File: src/rtl/ilace_pkg.sv
package ilace_pkg;

    // horizontal segments of one scan line
    typedef enum logic [1:0] {
        HS_VIS,
        HS_FRONT,
        HS_PULSE,
        HS_BACK
    } hseg_t;

    // vertical segments of one field, walked in half-line steps
    typedef enum logic [2:0] {
        VS_FRONT,
        VS_PULSE,
        VS_BACK,
        VS_VIS,
        VS_TAIL
    } vseg_t;

endpackage

File: src/rtl/ilace_hscan.sv
module ilace_hscan
    import ilace_pkg::*;
#(
    parameter int H_ACTIVE = 640,
    parameter int H_FPORCH = 16,
    parameter int H_SYNC   = 96,
    parameter int H_BPORCH = 48,
    localparam int H_TOTAL = H_ACTIVE + H_FPORCH + H_SYNC + H_BPORCH,
    localparam int HW      = $clog2(H_TOTAL)
) (
    input  logic          clk,
    input  logic          rst,
    input  logic          pix_en,
    output logic [HW-1:0] h_pos,
    output hseg_t         h_seg,
    output logic          half_tick
);

    localparam logic [HW-1:0] LAST_PX  = HW'(H_TOTAL - 1);
    localparam logic [HW-1:0] VIS_END  = HW'(H_ACTIVE - 1);
    localparam logic [HW-1:0] FP_END   = HW'(H_ACTIVE + H_FPORCH - 1);
    localparam logic [HW-1:0] PUL_END  = HW'(H_ACTIVE + H_FPORCH + H_SYNC - 1);
    localparam logic [HW-1:0] HALF_M1  = HW'(H_TOTAL / 2 - 1);

    hseg_t         seg_nx;
    logic [HW-1:0] pos_nx;

    // next-state logic
    always_comb begin
        seg_nx = h_seg;
        pos_nx = (h_pos == LAST_PX) ? '0 : h_pos + 1'b1;
        unique case (h_seg)
            HS_VIS:   if (h_pos == VIS_END) seg_nx = HS_FRONT;
            HS_FRONT: if (h_pos == FP_END)  seg_nx = HS_PULSE;
            HS_PULSE: if (h_pos == PUL_END) seg_nx = HS_BACK;
            HS_BACK:  if (h_pos == LAST_PX) seg_nx = HS_VIS;
            default:  seg_nx = HS_VIS;
        endcase
    end

    // state register
    always_ff @(posedge clk) begin
        if (rst) begin
            h_seg <= HS_VIS;
            h_pos <= '0;
        end else if (pix_en) begin
            h_seg <= seg_nx;
            h_pos <= pos_nx;
        end
    end

    // half-line step: the next position is either line start or mid-line
    always_comb begin
        half_tick = pix_en && ((h_pos == HALF_M1) || (h_pos == LAST_PX));
    end

endmodule

File: src/rtl/ilace_vscan.sv
module ilace_vscan
    import ilace_pkg::*;
#(
    parameter int V_ACTIVE = 240,
    parameter int V_FPORCH = 3,
    parameter int V_SYNC   = 3,
    parameter int V_BPORCH = 16,
    localparam int V_LINES = V_FPORCH + V_SYNC + V_BPORCH + V_ACTIVE,
    localparam int F_HALVES = 2 * V_LINES + 1,
    localparam int FHW     = $clog2(F_HALVES)
) (
    input  logic           clk,
    input  logic           rst,
    input  logic           half_tick,
    output logic [FHW-1:0] half_idx,
    output logic           field_id,
    output vseg_t          v_seg
);

    localparam int VB = V_FPORCH + V_SYNC + V_BPORCH;
    localparam logic [FHW-1:0] LAST_HALF = FHW'(F_HALVES - 1);
    localparam logic [FHW-1:0] PUL_BEG   = FHW'(2 * V_FPORCH);
    localparam logic [FHW-1:0] PUL_END   = FHW'(2 * (V_FPORCH + V_SYNC));
    localparam logic [FHW-1:0] VIS_BEG0  = FHW'(2 * VB);
    localparam logic [FHW-1:0] VIS_BEG1  = FHW'(2 * VB - 1);
    localparam logic [FHW-1:0] VIS_END0  = FHW'(2 * (VB + V_ACTIVE));
    localparam logic [FHW-1:0] VIS_END1  = FHW'(2 * (VB + V_ACTIVE) - 1);

    vseg_t          seg_nx;
    logic [FHW-1:0] idx_nx;
    logic           fld_nx;
    logic [FHW-1:0] vis_beg;
    logic [FHW-1:0] vis_end;

    // field 1 is offset by a half-line, so its visible window starts one step earlier
    always_comb begin
        vis_beg = field_id ? VIS_BEG1 : VIS_BEG0;
        vis_end = field_id ? VIS_END1 : VIS_END0;
    end

    // next-state logic, evaluated per half-line step
    always_comb begin
        seg_nx = v_seg;
        fld_nx = field_id;
        idx_nx = half_idx + 1'b1;
        if (half_idx == LAST_HALF) begin
            idx_nx = '0;
            fld_nx = ~field_id;
            seg_nx = VS_FRONT;
        end else begin
            unique case (v_seg)
                VS_FRONT: if (idx_nx == PUL_BEG) seg_nx = VS_PULSE;
                VS_PULSE: if (idx_nx == PUL_END) seg_nx = VS_BACK;
                VS_BACK:  if (idx_nx == vis_beg) seg_nx = VS_VIS;
                VS_VIS:   if (idx_nx == vis_end) seg_nx = VS_TAIL;
                VS_TAIL:  seg_nx = VS_TAIL;
                default:  seg_nx = VS_FRONT;
            endcase
        end
    end

    // state register
    always_ff @(posedge clk) begin
        if (rst) begin
            v_seg    <= VS_FRONT;
            half_idx <= '0;
            field_id <= 1'b0;
        end else if (half_tick) begin
            v_seg    <= seg_nx;
            half_idx <= idx_nx;
            field_id <= fld_nx;
        end
    end

endmodule

File: src/rtl/ilace_timing.sv
module ilace_timing
    import ilace_pkg::*;
#(
    parameter int H_ACTIVE = 640,
    parameter int H_FPORCH = 16,
    parameter int H_SYNC   = 96,
    parameter int H_BPORCH = 48,
    parameter int V_ACTIVE = 240,
    parameter int V_FPORCH = 3,
    parameter int V_SYNC   = 3,
    parameter int V_BPORCH = 16,
    localparam int H_TOTAL = H_ACTIVE + H_FPORCH + H_SYNC + H_BPORCH,
    localparam int HW      = $clog2(H_TOTAL),
    localparam int V_LINES = V_FPORCH + V_SYNC + V_BPORCH + V_ACTIVE,
    localparam int LW      = $clog2(V_LINES + 1)
) (
    input  logic          clk,
    input  logic          rst,
    input  logic          pix_en,
    output logic [HW-1:0] h_pos,
    output logic [LW-1:0] line_pos,
    output logic          field_id,
    output logic          hsync_n,
    output logic          vsync_n,
    output logic          blank,
    output logic          mid_line
);

    localparam int FHW = $clog2(2 * V_LINES + 1);
    localparam logic [HW-1:0] HALF_PX = HW'(H_TOTAL / 2);

    hseg_t          h_seg;
    vseg_t          v_seg;
    logic           half_tick;
    logic [FHW-1:0] half_idx;
    logic [FHW:0]   idx_up;

    ilace_hscan #(
        .H_ACTIVE(H_ACTIVE),
        .H_FPORCH(H_FPORCH),
        .H_SYNC  (H_SYNC),
        .H_BPORCH(H_BPORCH)
    ) u_hscan (
        .clk      (clk),
        .rst      (rst),
        .pix_en   (pix_en),
        .h_pos    (h_pos),
        .h_seg    (h_seg),
        .half_tick(half_tick)
    );

    ilace_vscan #(
        .V_ACTIVE(V_ACTIVE),
        .V_FPORCH(V_FPORCH),
        .V_SYNC  (V_SYNC),
        .V_BPORCH(V_BPORCH)
    ) u_vscan (
        .clk      (clk),
        .rst      (rst),
        .half_tick(half_tick),
        .half_idx (half_idx),
        .field_id (field_id),
        .v_seg    (v_seg)
    );

    // output process: decode both state machines
    always_comb begin
        // field 1 opens with a half line numbered 0, so round its half count up
        idx_up   = {1'b0, half_idx} + (FHW + 1)'(field_id);
        line_pos = LW'(idx_up >> 1);
        hsync_n  = (h_seg != HS_PULSE);
        vsync_n  = (v_seg != VS_PULSE);
        blank    = (h_seg != HS_VIS) || (v_seg != VS_VIS);
        mid_line = (h_pos == HALF_PX);
    end

endmodule

File: config.mk
export PLATFORM = sky130hd
export DESIGN_NAME = ilace_timing
export DESIGN_NICKNAME = d
export VERILOG_FILES = /design/src/rtl/ilace_pkg.sv /design/src/rtl/ilace_hscan.sv /design/src/rtl/ilace_vscan.sv /design/src/rtl/ilace_timing.sv
export SDC_FILE = /design/constraint.sdc
export NUM_CORES = 1
export LEC_CHECK = 0
export CORE_UTILIZATION = 45
export CTS_CLUSTER_DIAMETER = 80
export DETAILED_ROUTE_END_ITERATION = 7
export GPL_TIMING_DRIVEN = 0
export PLACE_DENSITY = 0.69
export SETUP_SLACK_MARGIN = 0.2
export SLEW_MARGIN = 20
export SYNTH_ARGS = -nofsm -noshare
export SYNTH_HDL_FRONTEND = slang
export SYNTH_SLANG_ARGS = --single-unit
File: constraint.sdc
create_clock -name clk -period 2.5 [get_ports clk]
set_clock_uncertainty 0.1 [all_clocks]
set_input_delay 0.5 -clock clk [delete_from_list [all_inputs] [get_ports clk]]
set_output_delay 0.5 -clock clk [all_outputs]
set_load 0.02 [all_outputs]
======== Word-level counts from Yosys, hierarchy flattened ========
Cells that the tools add are included.
word-level totals
  register bits ........................... 26
  input port bits ......................... 3
  output and inout port bits .............. 24
operators by class
  $add $sub $neg .......................... 3
  equality and inequality tests ........... 29
  mux-type cells .......................... 15
  bitwise gates (word level) .............. 1
  reductions and logical operators ........ 9
operators by type and width
  operator               number
  $eq 10x10->1 const B   5
  $mux 3                 7
  $add 10x1->10 const B  2
  $eq 10x10->1           2
  $eq 10x9->1 const B    2
  $mux 10                2
  $ne 3x1->1 const B     5
  $pmux 3 s5             1
  $add 10x1->10          1
  $eq 10x3->1 const B    1
  $eq 10x4->1 const B    1
  $reduce_and 5->1       2
  $mux 2                 4
  $ne 2x1->1 const B     4
  $pmux 2 s4             1
  $eq 3x2->1 const B     2
  $eq 2x2->1 const B     2
  $eq 3x1->1 const B     1
  $eq 3x3->1 const B     1
  $logic_not 3->1        1
  $ne 3x2->1 const B     1
  $eq 2x1->1 const B     1
  $logic_not 2->1        1
  $logic_or 1x1->1       2
  other kinds (5)        5

======== Logic depth before layout (Yosys ltp) ========
Gate-level depths: netlist (run 1).
  word-level depth ........................ 5
  gate-level depth with buffers ........... 9
  depth with buffers taken out ............ 8

======== By module ========
Synthesis (run 1) repeated with hierarchy kept, for this count alone.
unflattened totals
  cells, all modules ...................... 244
  area total of the unflattened synthesis .. 2003.2 um^2
modules (own cells, without submodules)
  module        instances  cells each  area an instance (um^2)  seq. area each (um^2)
  ilace_vscan   1          137         1086.0                   280.3
  ilace_hscan   1          81          703.2                    240.2
  ilace_timing  1          26          214.0                    0.0

======== Least setup slack after synthesis (run 1) ========
No wires, ideal clock.
  path type ............................... flip-flop to output port
  start ................................... register u_hscan.h_pos[8]
  end ..................................... output mid_line
  arrival ................................. 1599 ps
  data required time ...................... 1900 ps
  path slack .............................. 301 ps
  cell stages (with the launch flop) ...... 3
  path buffers ............................ 0
  cells stage by stage .................... dfxtp_1 > nor3b_1 > nor4b_1
between the ends
  longest elaborated chain between the ends .. 1
ends and longest elaborated chain
  element                 RTL line            RTL
  from (decl)             ilace_hscan.sv:14   output logic [HW-1:0] h_pos,
  from (signal assigned)  ilace_hscan.sv:48   h_pos <= pos_nx;
  $eq 10x9->1             ilace_timing.sv:74  mid_line = (h_pos == HALF_PX);
  to (decl)               ilace_timing.sv:26  output logic mid_line
No other way between the ends.

======== Final worst setup path (run 1) ========
  start ................................... register u_vscan.half_idx[3]
  end ..................................... register u_vscan.v_seg[0]
between the ends
  longest elaborated chain between the ends .. 4
  elaborated cells on any way between the ends .. 12
  classes of those cells .................. add/sub: 1; eq/ne: 9; mux: 1; reduce/logical: 1
ends and longest elaborated chain
  element                                     RTL line           RTL
  from (decl)                                 ilace_vscan.sv:15  output logic [FHW-1:0] half_idx,
  from (signal assigned)                      ilace_vscan.sv:70  half_idx <= idx_nx;
  $add 10x1->10                               ilace_vscan.sv:45  idx_nx = half_idx + 1'b1;
  $eq 10x10->1, or another cell as far along  ilace_vscan.sv:55  VS_VIS: if (idx_nx == vis_end) seg_nx = VS_TAIL;
  $ne 3x1->1 (no line)                        -
  $reduce_and 5->1 (no line)                  -
  to (signal assigned)                        ilace_vscan.sv:69  v_seg <= seg_nx;
  to (decl)                                   ilace_vscan.sv:17  output vseg_t v_seg
Several ways; a longest one is shown, not always the timed one.
A chain may end at the register's enable or synchronous reset.

==> impl_results.md, run 1 <==
* Outcome: finished clean
* Remaining design rule violation count at 0
* Cell leakage power at 0.000912 uW
* Worst Hold Path Cells at 2
* Final Core Density at 59.2%
* Distinct cells, synth at 56
* Worst hold-check path type: reg2reg
* Hold violation total from the final report at 0
* Switching power share of the total at about a fifth
* Most frequent cells in the layout: 34 x nor2_1, 20 x dfxtp_1, 14 x xor2_1
* Detailed Route WL at 4270 microns
* TritonCTS sink count at 26
* Global-route wire length before repair at 7010 microns
* Final setup violation count at 0
* Core ar. at 0.00406 sq mm
* Share of the cycle needed by the critical path after routing at 89.2%
* Internal Power at 646 uW
* Layout fillers at slightly below 400
* Number of cells produced by synthesis at between 200 and 250
* Clock latency reported for the late side of the worst-skew pair at 0.27 ns
* Total placed cells including tap cells at 306
* ANT nets after route at 0
* Unrepaired setup endpoints after global routing: no
* Mapped Nets at 246
* Clock H-tree levels at 1
* Width of the chip at 67.2 microns
* Type of the worst setup path: reg2reg
* Data required, critical path at 2.56 ns
* Die ar. at 0.00452 sq mm
* Portion of the post-synthesis area used by sequential elements at 27.2%
* Share of final-layout standard cells stronger than drive strength 1 at 21.3%
* Worst setup EP type: flip-flop
* Max-capacitance violation count at 0
* Synth-to-Final Area Change at 25.5%
* Count of buffers from port buffering at 25
* Non-Filler Instances at 317
* Worst Tran Pin Value at around 0.50 ns
* Multi-input gate area in the final layout at 0.00130 sq mm
* Count of hold buffers inserted by post-cts repair at 0
* Final TNS setup at 0 ns
* Power density normalized to cell area at about 330 mW/mm^2
* Fmax at approximately 450 MHz
* Vias post-DR at 1730
* Slowest stage cell on the critical path: or4_4
* Async S/R FF share, synth at 0%
* TritonCTS clock tree: built
* Peak supply drop at approximately 0.28 mV
* Kind of launch point of the worst setup path: flip-flop
* Slew Limit Headroom at 66.8%
* Total number of yosys warnings at 0
* Sum of internal, switching and leakage power at approximately 800 uW
* Global routing usage summed across all routing layers at 20.1%
* Top post-synthesis cells by area: dfxtp_1 27%, ha_1 7.8%, nor2_1 7.1%, xor2_1 6.4%, xnor2_1 5.0%
* Number of enable-type register cells in the synthesized netlist at 0
* Combinational Power Share at 4.5%
* Initial cell density of the core at 47.2%
* Site Rows at 23
* Most common library cell in the layout ignoring fill and taps: nor2_1
* Maximum number of pins on one net before global-route repair at 16
* Number of ports placed on the die boundary at 27
* Hold path startpoint: u_hscan.h_seg[0]
* Signal arrival time at the worst endpoint at between 2 and 2.5 ns
* Most area-hungry cell type in the Yosys netlist: dfxtp_1
* First drt pass iteration count at 4
* Starting DRC count in detailed routing at 91
* Sequential cell area at 533 sq um
* Register bit count reported by yosys at 26
* # diodes at 0
* Number of CTS-inserted buffers at 3
* Worst reg2reg startpoint: u_vscan.half_idx[3]
* Max Buffers Root-to-Sink at 2
* Net count of the finished layout at 283
* Vertical extent of the die at roughly 67 microns
* Dominant synthesized flop cell: dfxtp_1
* Number of global-route vias before repair at between 1000 and 1500
* Net switching power figure at 158 uW
* Hold-critical path endpoint: u_hscan.h_seg[0]
* Sequential share of power at between 50 and 60%
* Post-DR vias/cell at ~5.5
* Antenna violations before repair at 0
* Path depth of the worst reg2reg path at 7
* Area share of the largest cell type after synthesis at about 27%
* Clk network pwr share at 43.1%
* Crit Path Max Fanout at 8
* Average wire length per cell after detail routing at 13.5 microns
* Total grt overflow at 0
* Minimum clock period at about 2.2 ns
* Netlist area before placement at 0.00192 sq mm
* Critical Path, Cell by Cell: buf_6 -> nand4_4 -> or4_4 -> a2111oi_4 -> o2111ai_2 -> a31oi_1 -> o2bb2ai_1
* Average instance area after synthesis at 8.29 sq um
* CTS Root Buffer Type: clkbuf_8
* Global placement routability congestion at 0.862
* Flop-to-flop setup slack at 0.27 ns
* Final max-slew violation count at 0
* Largest incremental delay on the critical path at approximately 0.53 ns
* Half-perimeter wire length after placement at roughly 3100 microns
* CTS clk-pin slew, worst paths at 0.09 ns
* Worst R2R End: u_vscan.v_seg[0]
layer usage:
metal | part of all wire (%) | global-route usage, %
met5 | 0 | 0
met1 | 49 | 28.1
met2 | 45 | 31.9
met4 | 1.6 | 7.18
met3 | 3.6 | 2.03
worst max-delay path: cells and delay by family (launching register included):
| family | cells | cell delay, ns |
|---|---|---|
| buffers and inverters | 1 | 0.13 |
| and+or+nand+nor | 2 | 0.68 |
| AOI/OAI and AO/OA | 4 | 0.88 |
| DFF | 1 | 0.33 |
per-stage QoR:
step | setup WS (ns) | area, sq um | hold WS [ns]
CTS | 0.0563 | 2300 | 0.457
global placement | -0.0851 | 2230 | 0.433
global route | 0.187 | 2400 | 0.470
floorplan | 0.301 | 1920 | 0.401
finish | 0.269 | 2400 | 0.457
detailed placement | -0.0635 | 2230 | 0.442
worst max-delay path by stage:
| stage | startpoint | end | depth (start not counted) |
|---|---|---|---|
| 3_5_place_dp | u_vscan.half_idx[0] | line_pos[7] | 6 |
| 3_3_place_gp | pix_en | u_vscan.field_id | 9 |
| 2_1_floorplan | u_hscan.h_pos[8] | mid_line | 2 |
| 5_1_grt | u_vscan.half_idx[3] | u_vscan.v_seg[0] | 7 |
| 4_1_cts | u_vscan.half_idx[0] | line_pos[7] | 6 |
| 6_report | u_vscan.half_idx[3] | u_vscan.v_seg[0] | 7 |
cell usage after synthesis, drive strengths merged, types with 3 or more instances:
master	instances
nor2	36
dfxtp	26
nand3	14
nor3	14
xor2	14
ha	12
nand2	12
xnor2	11
inv	10
buf	9
a21oi	8
clkbuf	6
mux2i	4
o21ai	4
and3	3
nand4	3
nand4b	3
o21a	3
logic make-up after synthesis:
family	count (synthesis)	synth area share (%)
AOI/OAI and AO/OA	34	13.9
xor gates and xnor gates	25	11.4
adders and majority gates	12	7.84
buffers and inverters	25	7.84
DFF	26	27.2
muxes	4	2.09
and+or+nand+nor	105	29.7
timing repair:
action	in CTS	in global routing
buffers inserted	0	7
setup endpoints to repair	20	18
resized for setup	25	33
pin swaps	2	8
power by group through the flow:
| stage | clock (uW) | sequential [uW] | combinational, uW |
|---|---|---|---|
| CTS | 356 | 422 | 36.6 |
| finish | 347 | 421 | 35.8 |
| global route | 371 | 423 | 39.8 |
| global placement | 0 | 433 | 36.0 |
| detailed placement | 0 | 433 | 36.2 |
| floorplan | 0 | 436 | 18.3 |
state kept, by name, indices dropped and copies added (netlist names):
| signal | count |
|---|---|
| u_hscan.h_seg | 2 |
| u_vscan.field_id | 1 |
| u_hscan.h_pos | 10 |
| u_vscan.half_idx | 10 |
| u_vscan.v_seg | 3 |
layout make-up:
type / instances / share of cell area [%]
tap: 50 / 2.60
sequential: 26 / 22.2
clock buffer: 3 / 1.72
buffer: 15 / 5.00
inverter: 10 / 1.56
clock inverter: 1 / 1.25
timing repair buffer: 32 / 11.5
multi-input combinational: 180 / 54.2
(Power assumes the default switching activity.)
==> run 2, diff against run 1 <==
--- a/config.mk
+++ b/config.mk
@@ -5,13 +5,13 @@
 export SDC_FILE = /design/constraint.sdc
 export NUM_CORES = 1
 export LEC_CHECK = 0
+export ABC_CLOCK_PERIOD_IN_PS = 2500
 export CORE_UTILIZATION = 45
 export CTS_CLUSTER_DIAMETER = 80
 export DETAILED_ROUTE_END_ITERATION = 7
 export GPL_TIMING_DRIVEN = 0
 export PLACE_DENSITY = 0.69
 export SETUP_SLACK_MARGIN = 0.2
-export SLEW_MARGIN = 20
 export SYNTH_ARGS = -nofsm -noshare
 export SYNTH_HDL_FRONTEND = slang
 export SYNTH_SLANG_ARGS = --single-unit
==> results of run 2 <==
Same layout as run 1: the final DEF is identical, and so are final timing and power.
==> run 3, diff against run 2 <==
--- a/config.mk
+++ b/config.mk
@@ -10,6 +10,8 @@
 export CTS_CLUSTER_DIAMETER = 80
 export DETAILED_ROUTE_END_ITERATION = 7
 export GPL_TIMING_DRIVEN = 0
+export HOLD_SLACK_MARGIN = 0.12
+export MAX_ROUTING_LAYER = met4
 export PLACE_DENSITY = 0.69
 export SETUP_SLACK_MARGIN = 0.2
 export SYNTH_ARGS = -nofsm -noshare
==> results of run 3 <==
Same layout as run 1: the final DEF is identical, and so are final timing and power.
Among the figures that moved: final weighted congestion in routability-driven placement 0.862 -> 0.875; via count of the first global-routing pass 1498 -> 1497; overall routing resource usage 20.1% -> 20.7%
